==> config.mk <==
export PLATFORM = sky130hd
export DESIGN_NAME = ccd_shutter_ctrl
export DESIGN_NICKNAME = d
export VERILOG_FILES = /design/src/rtl/shsub_pkg.sv /design/src/rtl/shsub_field_regs.sv /design/src/rtl/shsub_level_ctrl.sv /design/src/rtl/shsub_line_gate.sv /design/src/rtl/ccd_shutter_ctrl.sv
export SDC_FILE = /design/constraint.sdc
export NUM_CORES = 1
export LEC_CHECK = 0
export CAP_MARGIN = 20
export CORE_UTILIZATION = 30
export DETAILED_ROUTE_END_ITERATION = 8
export PLACE_DENSITY = 0.47
export SYNTH_ARGS = -nofsm -noshare
export SYNTH_HDL_FRONTEND = slang
export SYNTH_SLANG_ARGS = --single-unit
==> constraint.sdc <==
create_clock -name clk -period 4.85 [get_ports clk]
set_input_delay 1.2125 -clock clk [delete_from_list [all_inputs] [get_ports clk]]
set_output_delay 1.2125 -clock clk [all_outputs]
set_load 0.05 [all_outputs]
==> src/rtl/shsub_pkg.sv <==
package shsub_pkg;

  typedef enum logic [1:0] {
    MODE_IRIS     = 2'b00,
    MODE_IRIS_LIM = 2'b01,
    MODE_FIXED    = 2'b10,
    MODE_STOP     = 2'b11
  } shsub_mode_e;

  localparam int unsigned SPEED_CODES = 8;
  localparam int unsigned LEVEL_MAX   = SPEED_CODES;
  localparam int unsigned LEVEL_W     = $clog2(LEVEL_MAX + 1);
  localparam int unsigned LEVEL_SLOTS = 1 << LEVEL_W;

  localparam logic [LEVEL_W-1:0] LVL_TOP = LEVEL_W'(LEVEL_MAX);
  localparam logic [LEVEL_W-1:0] LVL_ONE = LEVEL_W'(1);

  // Reciprocal of the exposure time in seconds for a speed code.
  function automatic int unsigned speed_denom(input logic ccir, input int unsigned code);
    case (code)
      0:       return ccir ? 120 : 100;
      1:       return 250;
      2:       return 500;
      3:       return 1000;
      4:       return 2000;
      5:       return 5000;
      6:       return 10000;
      default: return 100000;
    endcase
  endfunction

  // Exposure expressed in whole lines: rounded, never below one line.
  function automatic int unsigned exposure_lines(input logic ccir, input int unsigned code,
                                                 input int unsigned rate);
    int unsigned d;
    int unsigned e;
    d = speed_denom(ccir, code);
    e = (rate + d / 2) / d;
    return (e == 0) ? 1 : e;
  endfunction

  // Number of leading lines per field that carry a discharge pulse.
  function automatic int unsigned sub_line_limit(input logic ccir, input int unsigned level,
                                                 input int unsigned rate,
                                                 input int unsigned field_lines);
    int unsigned e;
    if (level == 0) return 0;
    e = exposure_lines(ccir, level - 1, rate);
    return (e >= field_lines) ? 0 : field_lines - e;
  endfunction

  function automatic logic is_iris(input shsub_mode_e m);
    return (m == MODE_IRIS) || (m == MODE_IRIS_LIM);
  endfunction

  // Fixed code: pins high mean slow; the level is the inverted code plus one.
  function automatic logic [LEVEL_W-1:0] level_from_pins(input logic p2, input logic p1,
                                                         input logic p0);
    logic [2:0] code;
    code = ~{p2, p1, p0};
    return LEVEL_W'(code) + LVL_ONE;
  endfunction

  function automatic logic [LEVEL_W-1:0] iris_step(input logic [LEVEL_W-1:0] lvl,
                                                   input logic up, input logic dn,
                                                   input logic floored);
    logic [LEVEL_W-1:0] floor_l;
    logic [LEVEL_W-1:0] r;
    floor_l = floored ? LVL_ONE : '0;
    r = lvl;
    if (up && !dn && (lvl < LVL_TOP)) r = lvl + LVL_ONE;
    else if (dn && !up && (lvl > floor_l)) r = lvl - LVL_ONE;
    if (r < floor_l) r = floor_l;
    return r;
  endfunction

endpackage

==> src/rtl/shsub_field_regs.sv <==
module shsub_field_regs
  import shsub_pkg::*;
(
  input  logic        clk,
  input  logic        rst_n,
  input  logic        field_strobe,
  input  logic        mode_sel_lo,
  input  logic        mode_sel_hi,
  input  logic        std_ccir,
  output shsub_mode_e mode_q,
  output shsub_mode_e mode_next,
  output logic        ccir_q,
  output logic        ccir_next
);

  assign mode_next = shsub_mode_e'({mode_sel_hi, mode_sel_lo});
  assign ccir_next = std_ccir;

  always_ff @(posedge clk or negedge rst_n) begin
    if (!rst_n) begin
      mode_q <= MODE_STOP;
      ccir_q <= 1'b0;
    end else if (field_strobe) begin
      mode_q <= mode_next;
      ccir_q <= ccir_next;
    end
  end

  // both select pins high at a field boundary yields the stop state
  a_r1_stop_decode: assert property (@(posedge clk) disable iff (!rst_n)
    (field_strobe && mode_sel_hi && mode_sel_lo) |=> (mode_q == MODE_STOP));

  // pin and standard changes between boundaries are not taken
  a_r10_std_frozen: assert property (@(posedge clk) disable iff (!rst_n)
    (!field_strobe && (std_ccir != ccir_q)) |=> $stable(ccir_q));

endmodule

==> src/rtl/shsub_level_ctrl.sv <==
module shsub_level_ctrl
  import shsub_pkg::*;
(
  input  logic               clk,
  input  logic               rst_n,
  input  logic               field_strobe,
  input  shsub_mode_e        mode_next,
  input  shsub_mode_e        mode_q,
  input  logic               spd_pin0,
  input  logic               spd_pin1,
  input  logic               spd_pin2,
  input  logic               iris_up,
  input  logic               iris_down,
  output logic [LEVEL_W-1:0] lvl_q,
  output logic [LEVEL_W-1:0] lvl_next
);

  logic iris_evt;
  assign iris_evt = field_strobe && is_iris(mode_next);

  always_comb begin
    unique case (mode_next)
      MODE_FIXED:    lvl_next = level_from_pins(spd_pin2, spd_pin1, spd_pin0);
      MODE_IRIS:     lvl_next = iris_step(lvl_q, iris_up, iris_down, 1'b0);
      MODE_IRIS_LIM: lvl_next = iris_step(lvl_q, iris_up, iris_down, 1'b1);
      default:       lvl_next = lvl_q;
    endcase
  end

  always_ff @(posedge clk or negedge rst_n) begin
    if (!rst_n) lvl_q <= '0;
    else if (field_strobe) lvl_q <= lvl_next;
  end

  // level only moves on a field boundary
  a_r10_level_hold: assert property (@(posedge clk) disable iff (!rst_n)
    !field_strobe |=> $stable(lvl_q));

  // level stays inside the table
  a_r6_level_bound: assert property (@(posedge clk) disable iff (!rst_n)
    lvl_q <= LVL_TOP);

  // floored iris never sits at level 0
  a_r7_limiter_floor: assert property (@(posedge clk) disable iff (!rst_n)
    (mode_q == MODE_IRIS_LIM) |-> (lvl_q != '0));

  // an iris boundary moves the level by at most one step
  a_r5_single_step: assert property (@(posedge clk) disable iff (!rst_n)
    iris_evt |=> (({1'b0, lvl_q}) <= ({1'b0, $past(lvl_q)} + 1'b1)) &&
                 (({1'b0, lvl_q} + 1'b1) >= {1'b0, $past(lvl_q)}));

  // stop state keeps the level
  a_r9_stop_holds: assert property (@(posedge clk) disable iff (!rst_n)
    (field_strobe && (mode_next == MODE_STOP)) |=> $stable(lvl_q));

endmodule

==> src/rtl/shsub_line_gate.sv <==
module shsub_line_gate
  import shsub_pkg::*;
#(
  parameter int unsigned FIELD_LINES_EIA  = 262,
  parameter int unsigned FIELD_LINES_CCIR = 312,
  parameter int unsigned LINE_RATE_EIA    = 15734,
  parameter int unsigned LINE_RATE_CCIR   = 15625,
  parameter int unsigned LINE_W           = 10
) (
  input  logic               clk,
  input  logic               rst_n,
  input  logic               line_strobe,
  input  logic               field_strobe,
  input  shsub_mode_e        mode_q,
  input  shsub_mode_e        mode_next,
  input  logic               ccir_q,
  input  logic               ccir_next,
  input  logic [LEVEL_W-1:0] lvl_q,
  input  logic [LEVEL_W-1:0] lvl_next,
  output logic               sub_en
);

  localparam logic [LINE_W-1:0] LINE_SAT = {LINE_W{1'b1}};

  logic [LINE_W-1:0] lim_eia  [LEVEL_SLOTS];
  logic [LINE_W-1:0] lim_ccir [LEVEL_SLOTS];

  for (genvar g = 0; g < LEVEL_SLOTS; g++) begin : g_lim
    if (g <= LEVEL_MAX) begin : g_real
      assign lim_eia[g]  = LINE_W'(sub_line_limit(1'b0, g, LINE_RATE_EIA, FIELD_LINES_EIA));
      assign lim_ccir[g] = LINE_W'(sub_line_limit(1'b1, g, LINE_RATE_CCIR, FIELD_LINES_CCIR));
    end else begin : g_pad
      assign lim_eia[g]  = '0;
      assign lim_ccir[g] = '0;
    end
  end

  logic [LINE_W-1:0]  ln_q;
  logic [LINE_W-1:0]  ln_cur;
  logic [LINE_W-1:0]  limit;
  shsub_mode_e        use_mode;
  logic               use_ccir;
  logic [LEVEL_W-1:0] use_lvl;
  logic               pulse_ok;

  always_comb begin
    use_mode = field_strobe ? mode_next : mode_q;
    use_ccir = field_strobe ? ccir_next : ccir_q;
    use_lvl  = field_strobe ? lvl_next  : lvl_q;
    ln_cur   = field_strobe ? '0 : ln_q;
    limit    = use_ccir ? lim_ccir[use_lvl] : lim_eia[use_lvl];
    pulse_ok = line_strobe && (use_mode != MODE_STOP) && (ln_cur < limit);
  end

  always_ff @(posedge clk or negedge rst_n) begin
    if (!rst_n) begin
      ln_q   <= '0;
      sub_en <= 1'b0;
    end else begin
      sub_en <= pulse_ok;
      if (field_strobe) ln_q <= line_strobe ? LINE_W'(1) : '0;
      else if (line_strobe && (ln_q != LINE_SAT)) ln_q <= ln_q + 1'b1;
    end
  end

  // a pulse is always the answer to a line strobe
  a_r3_after_line: assert property (@(posedge clk) disable iff (!rst_n)
    sub_en |-> $past(line_strobe));

  // no pulse while stopped
  a_r9_stop_quiet: assert property (@(posedge clk) disable iff (!rst_n)
    (!field_strobe && (mode_q == MODE_STOP)) |=> !sub_en);

  // level 0 means the whole field is exposed
  a_r8_open_quiet: assert property (@(posedge clk) disable iff (!rst_n)
    (!field_strobe && (lvl_q == '0)) |=> !sub_en);

endmodule

==> src/rtl/ccd_shutter_ctrl.sv <==
module ccd_shutter_ctrl
  import shsub_pkg::*;
#(
  parameter int unsigned FIELD_LINES_EIA  = 262,
  parameter int unsigned FIELD_LINES_CCIR = 312,
  parameter int unsigned LINE_RATE_EIA    = 15734,
  parameter int unsigned LINE_RATE_CCIR   = 15625,
  parameter int unsigned LINE_W           = 10
) (
  input  logic               clk,
  input  logic               rst_n,
  input  logic               mode_sel_lo,
  input  logic               mode_sel_hi,
  input  logic               spd_pin0,
  input  logic               spd_pin1,
  input  logic               spd_pin2,
  input  logic               std_ccir,
  input  logic               line_strobe,
  input  logic               field_strobe,
  input  logic               iris_up,
  input  logic               iris_down,
  output logic               sub_en,
  output logic [LEVEL_W-1:0] speed_idx
);

  shsub_mode_e        mode_q;
  shsub_mode_e        mode_next;
  logic               ccir_q;
  logic               ccir_next;
  logic [LEVEL_W-1:0] lvl_q;
  logic [LEVEL_W-1:0] lvl_next;

  shsub_field_regs u_field (
    .clk          (clk),
    .rst_n        (rst_n),
    .field_strobe (field_strobe),
    .mode_sel_lo  (mode_sel_lo),
    .mode_sel_hi  (mode_sel_hi),
    .std_ccir     (std_ccir),
    .mode_q       (mode_q),
    .mode_next    (mode_next),
    .ccir_q       (ccir_q),
    .ccir_next    (ccir_next)
  );

  shsub_level_ctrl u_level (
    .clk          (clk),
    .rst_n        (rst_n),
    .field_strobe (field_strobe),
    .mode_next    (mode_next),
    .mode_q       (mode_q),
    .spd_pin0     (spd_pin0),
    .spd_pin1     (spd_pin1),
    .spd_pin2     (spd_pin2),
    .iris_up      (iris_up),
    .iris_down    (iris_down),
    .lvl_q        (lvl_q),
    .lvl_next     (lvl_next)
  );

  shsub_line_gate #(
    .FIELD_LINES_EIA  (FIELD_LINES_EIA),
    .FIELD_LINES_CCIR (FIELD_LINES_CCIR),
    .LINE_RATE_EIA    (LINE_RATE_EIA),
    .LINE_RATE_CCIR   (LINE_RATE_CCIR),
    .LINE_W           (LINE_W)
  ) u_gate (
    .clk          (clk),
    .rst_n        (rst_n),
    .line_strobe  (line_strobe),
    .field_strobe (field_strobe),
    .mode_q       (mode_q),
    .mode_next    (mode_next),
    .ccir_q       (ccir_q),
    .ccir_next    (ccir_next),
    .lvl_q        (lvl_q),
    .lvl_next     (lvl_next),
    .sub_en       (sub_en)
  );

  assign speed_idx = lvl_q;

  // nothing is emitted before the first field boundary sets a mode
  a_r11_quiet_until_field: assert property (@(posedge clk) disable iff (!rst_n)
    (!field_strobe && (mode_q == MODE_STOP) && (speed_idx == '0)) |=> !sub_en);

endmodule

==> summary.txt <==
Status - finished, violations left
Failing checks - DRC
Syn Area/Cell - 8.51 um2
Footprint of the multi-input gates - 1470 um2
Worst-Margin Slew - 0.904 ns
Post-synth top cells - nor2_1, ha_1, nand2_1
Filler Cell Count - 660
Yosys cell types - 72
Pint - 575 uW
Fin nets - 314
Number of diodes - 0
Startpoint types - primary input
Mapped Cells - 242
Starting Density - 31.7%
HPWL after DPL - 3990 um
Critical path cell sequence - clkdlybuf4s50_1 -> nor2b_1 -> nand2_1 -> or3_1 -> o221ai_2 -> nor2_4 -> buf_4 -> buf_4 -> ha_1 -> o21ai_0 -> a21oi_1 -> nor2_1 -> ha_1 -> nand4_1 -> nor3_2 -> o211ai_1 -> a31o_1 -> o211a_1
Wire length per cell - 14.8 um
Worst Path Arrival - 4.53 ns
Design area - 2520 um2
Fraction of registers with async set/reset - 100%
Total GRT Usage - 15.3%
R2R Setup Slk - 0.64 ns
Slowest-stage cell, CP - clkdlybuf4s50_1
DP Area - 2450 um2
# rows - 29
CTS tree - yes
Clock network fraction of design power - 11.7%
Finished Core Util - 38.9%
Initial DRC count - 179
Max-slew headroom - 39.6%
Largest net degree at the start of global routing - 22
Clk buf depth - 2
Final setup fails - 0
Root buffer cell - clkbuf_8
Final wirelength - 5280 um
Clk Latency, worst-skew pair - 0.26 ns
H-tree Lvls - 1
CP endpoint kind - flip-flop
IO Pins - 17
Vias in the first global route - 1857
PwrDens - 439 nW/um2
Initial antenna violation count - 0
Leak pwr - 1.14 nW
Slew Viols, Final - 0
Sw frac - 48.1%
Total Power - 1.11 mW
CP Buf/Inv Count - 3
Crit Path Max Fanout - 4
Final non-filler cell total - 357
Port bufs - 16
Fraction of layout cells with a size suffix above 1 - 21.4%
Vias per cell - 5.36
Post-synthesis register bit count - 18
Post-CTS setup buffer count - 0
Global-route wire length before repair - 9070 um
Slowest cell delay on critical path - 0.48 ns
Clock Sinks - 18
Core area - 6490 um2
Final period util - 90.3%
Post-synth EDFFs - 0
Fmax - 228 MHz
Sequential element share of the synthesized area - 22.0%
Die H - 84.8 um
Mapped Area - 2060 um2
MaxCap Viol Count - 0
RePlAce Congestion - 0.812
Placed cells - 353
Hold Crit Class - reg2reg
CTS clk-pin slew, worst paths - 0.08 ns
Final hold slack - 0.586 ns
YS warnings - 0
Area leader, netlist - dfrtp_1
Top_reg_cell synth - dfrtp_1
CTS Buf Count - 3
Die area - 7200 um2
Worst IR Drop VDD - 114 uV
Grt ovf - 0
P_sw - 534 uW
Via count - 1914
Drt drc - 2
Layout Area Growth over Synthesis - 22.7%
Comb pwr share - 69.2%
Worst path required time - 5.01 ns
WS Path Type - in2reg
Skew final - 0.00587 ns
Min Tclk post-route - 4.38 ns
Crit path max-delay family - simple AND/OR/NAND/NOR gates
Sequential Power Share - 19.2%
Yosys top cell area share - 19.5%
Register area - 453 um2
Antenna viol nets, final - 0
Most common cell in the netlist - nor2_1
Fin. Hold Viols - 0
Syn nets - 275
Top area cells in the synthesized netlist - dfrtp_1, ha_1, nor2_1
Drt first pass iters - 6
Die Width - 84.8 um
Unrepaired setup endpoints after global routing - false
## flip-flops by register name (all words and copies together), names as in the netlist
register and flops:
u_level.lvl_q 4, u_gate.ln_q 10, u_field.ccir_q 1, u_field.mode_q 2, u_gate.sub_en 1
## kinds of logic after synthesis
logic type	synth area share (%)
buffers and inverters	6.93
XOR/XNOR	3.40
adder cells (fa/ha/maj)	12.8
flip-flops	22.0
multiplexers	3.16
AND/OR/NAND/NOR	26.3
AO/OA/AOI/OAI	25.4
## final cells by class
class                           instances  share of cell area [%]
Clock buffer                            4                    2.18
Inverter                               13                    1.93
Multi-Input combinational cell        198                    58.4
Sequential cell                        18                    17.9
Tap cell                               77                    3.82
Timing Repair Buffer                   47                    15.8
## tightest hold or removal path: cells and delay by family, from the launching register on
family,cells,cell delay [ns]
flops,1,0.41
compound gates,2,0.14
## final timing paths
check                              endpoint              from  cells after the start
max                           u_gate.sub_en       mode_sel_lo                     18
min                          u_gate.ln_q[7]    u_gate.ln_q[7]                      2
max reg2reg                   u_gate.sub_en  u_level.lvl_q[1]                     17
min reg2reg                  u_gate.ln_q[7]    u_gate.ln_q[7]                      2
max in group asynchronous  u_level.lvl_q[1]             rst_n                      1
min in group asynchronous     u_gate.sub_en             rst_n                      1
## metrics by stage
step / setup TNS, ns / setup WS [ns]
6_report: 0 / 0.472
5_1_grt: 0 / 0.176
4_1_cts: 0 / 0.0835
3_5_place_dp: -0.186 / -0.186
3_3_place_gp: -0.217 / -0.217
2_1_floorplan: 0 / 0.518
## layout by cell type, fill, tap and decap left out, types with 3 or more instances in the layout
cell type / n
dfrtp_1: 16
nand3_1: 9
buf_4: 31
xnor2_1: 3
xor2_1: 5
and2_1: 3
nand2_1: 19
clkbuf_8: 4
a21o_1: 4
a31oi_1: 3
a211oi_1: 4
o21ai_0: 10
ha_1: 21
or3_1: 3
clkdlybuf4s50_1: 14
o22ai_1: 3
nor2_1: 22
inv_1: 10
a21oi_1: 12
and3_1: 4
nor2b_1: 9
o211ai_1: 4
nand4_1: 4
## repair_timing
| item | CTS | global route |
|---|---|---|
| resized for setup | 0 | 5 |
| hold buffers | 0 | 0 |
| endpoints found under the setup margin | 0 | 1 |
## metal layers
metal	up-vias	track usage (%)	wire length [um]
met2	47	24.5	2330
met5	-	0	0
met1	892	22.8	2730
li1	973	-	-
met3	2	2.14	194
met4	0	1.23	19
## power by group through the flow
stage	sequential, mW	clock, mW	combinational (mW)
after floorplan	0.247	0	0.463
after global placement	0.214	0	0.769
after detailed placement	0.215	0	0.757
after CTS	0.211	0.138	0.760
after global routing	0.216	0.141	0.850
final	0.212	0.129	0.768
Power figures use the tool's default switching activity.
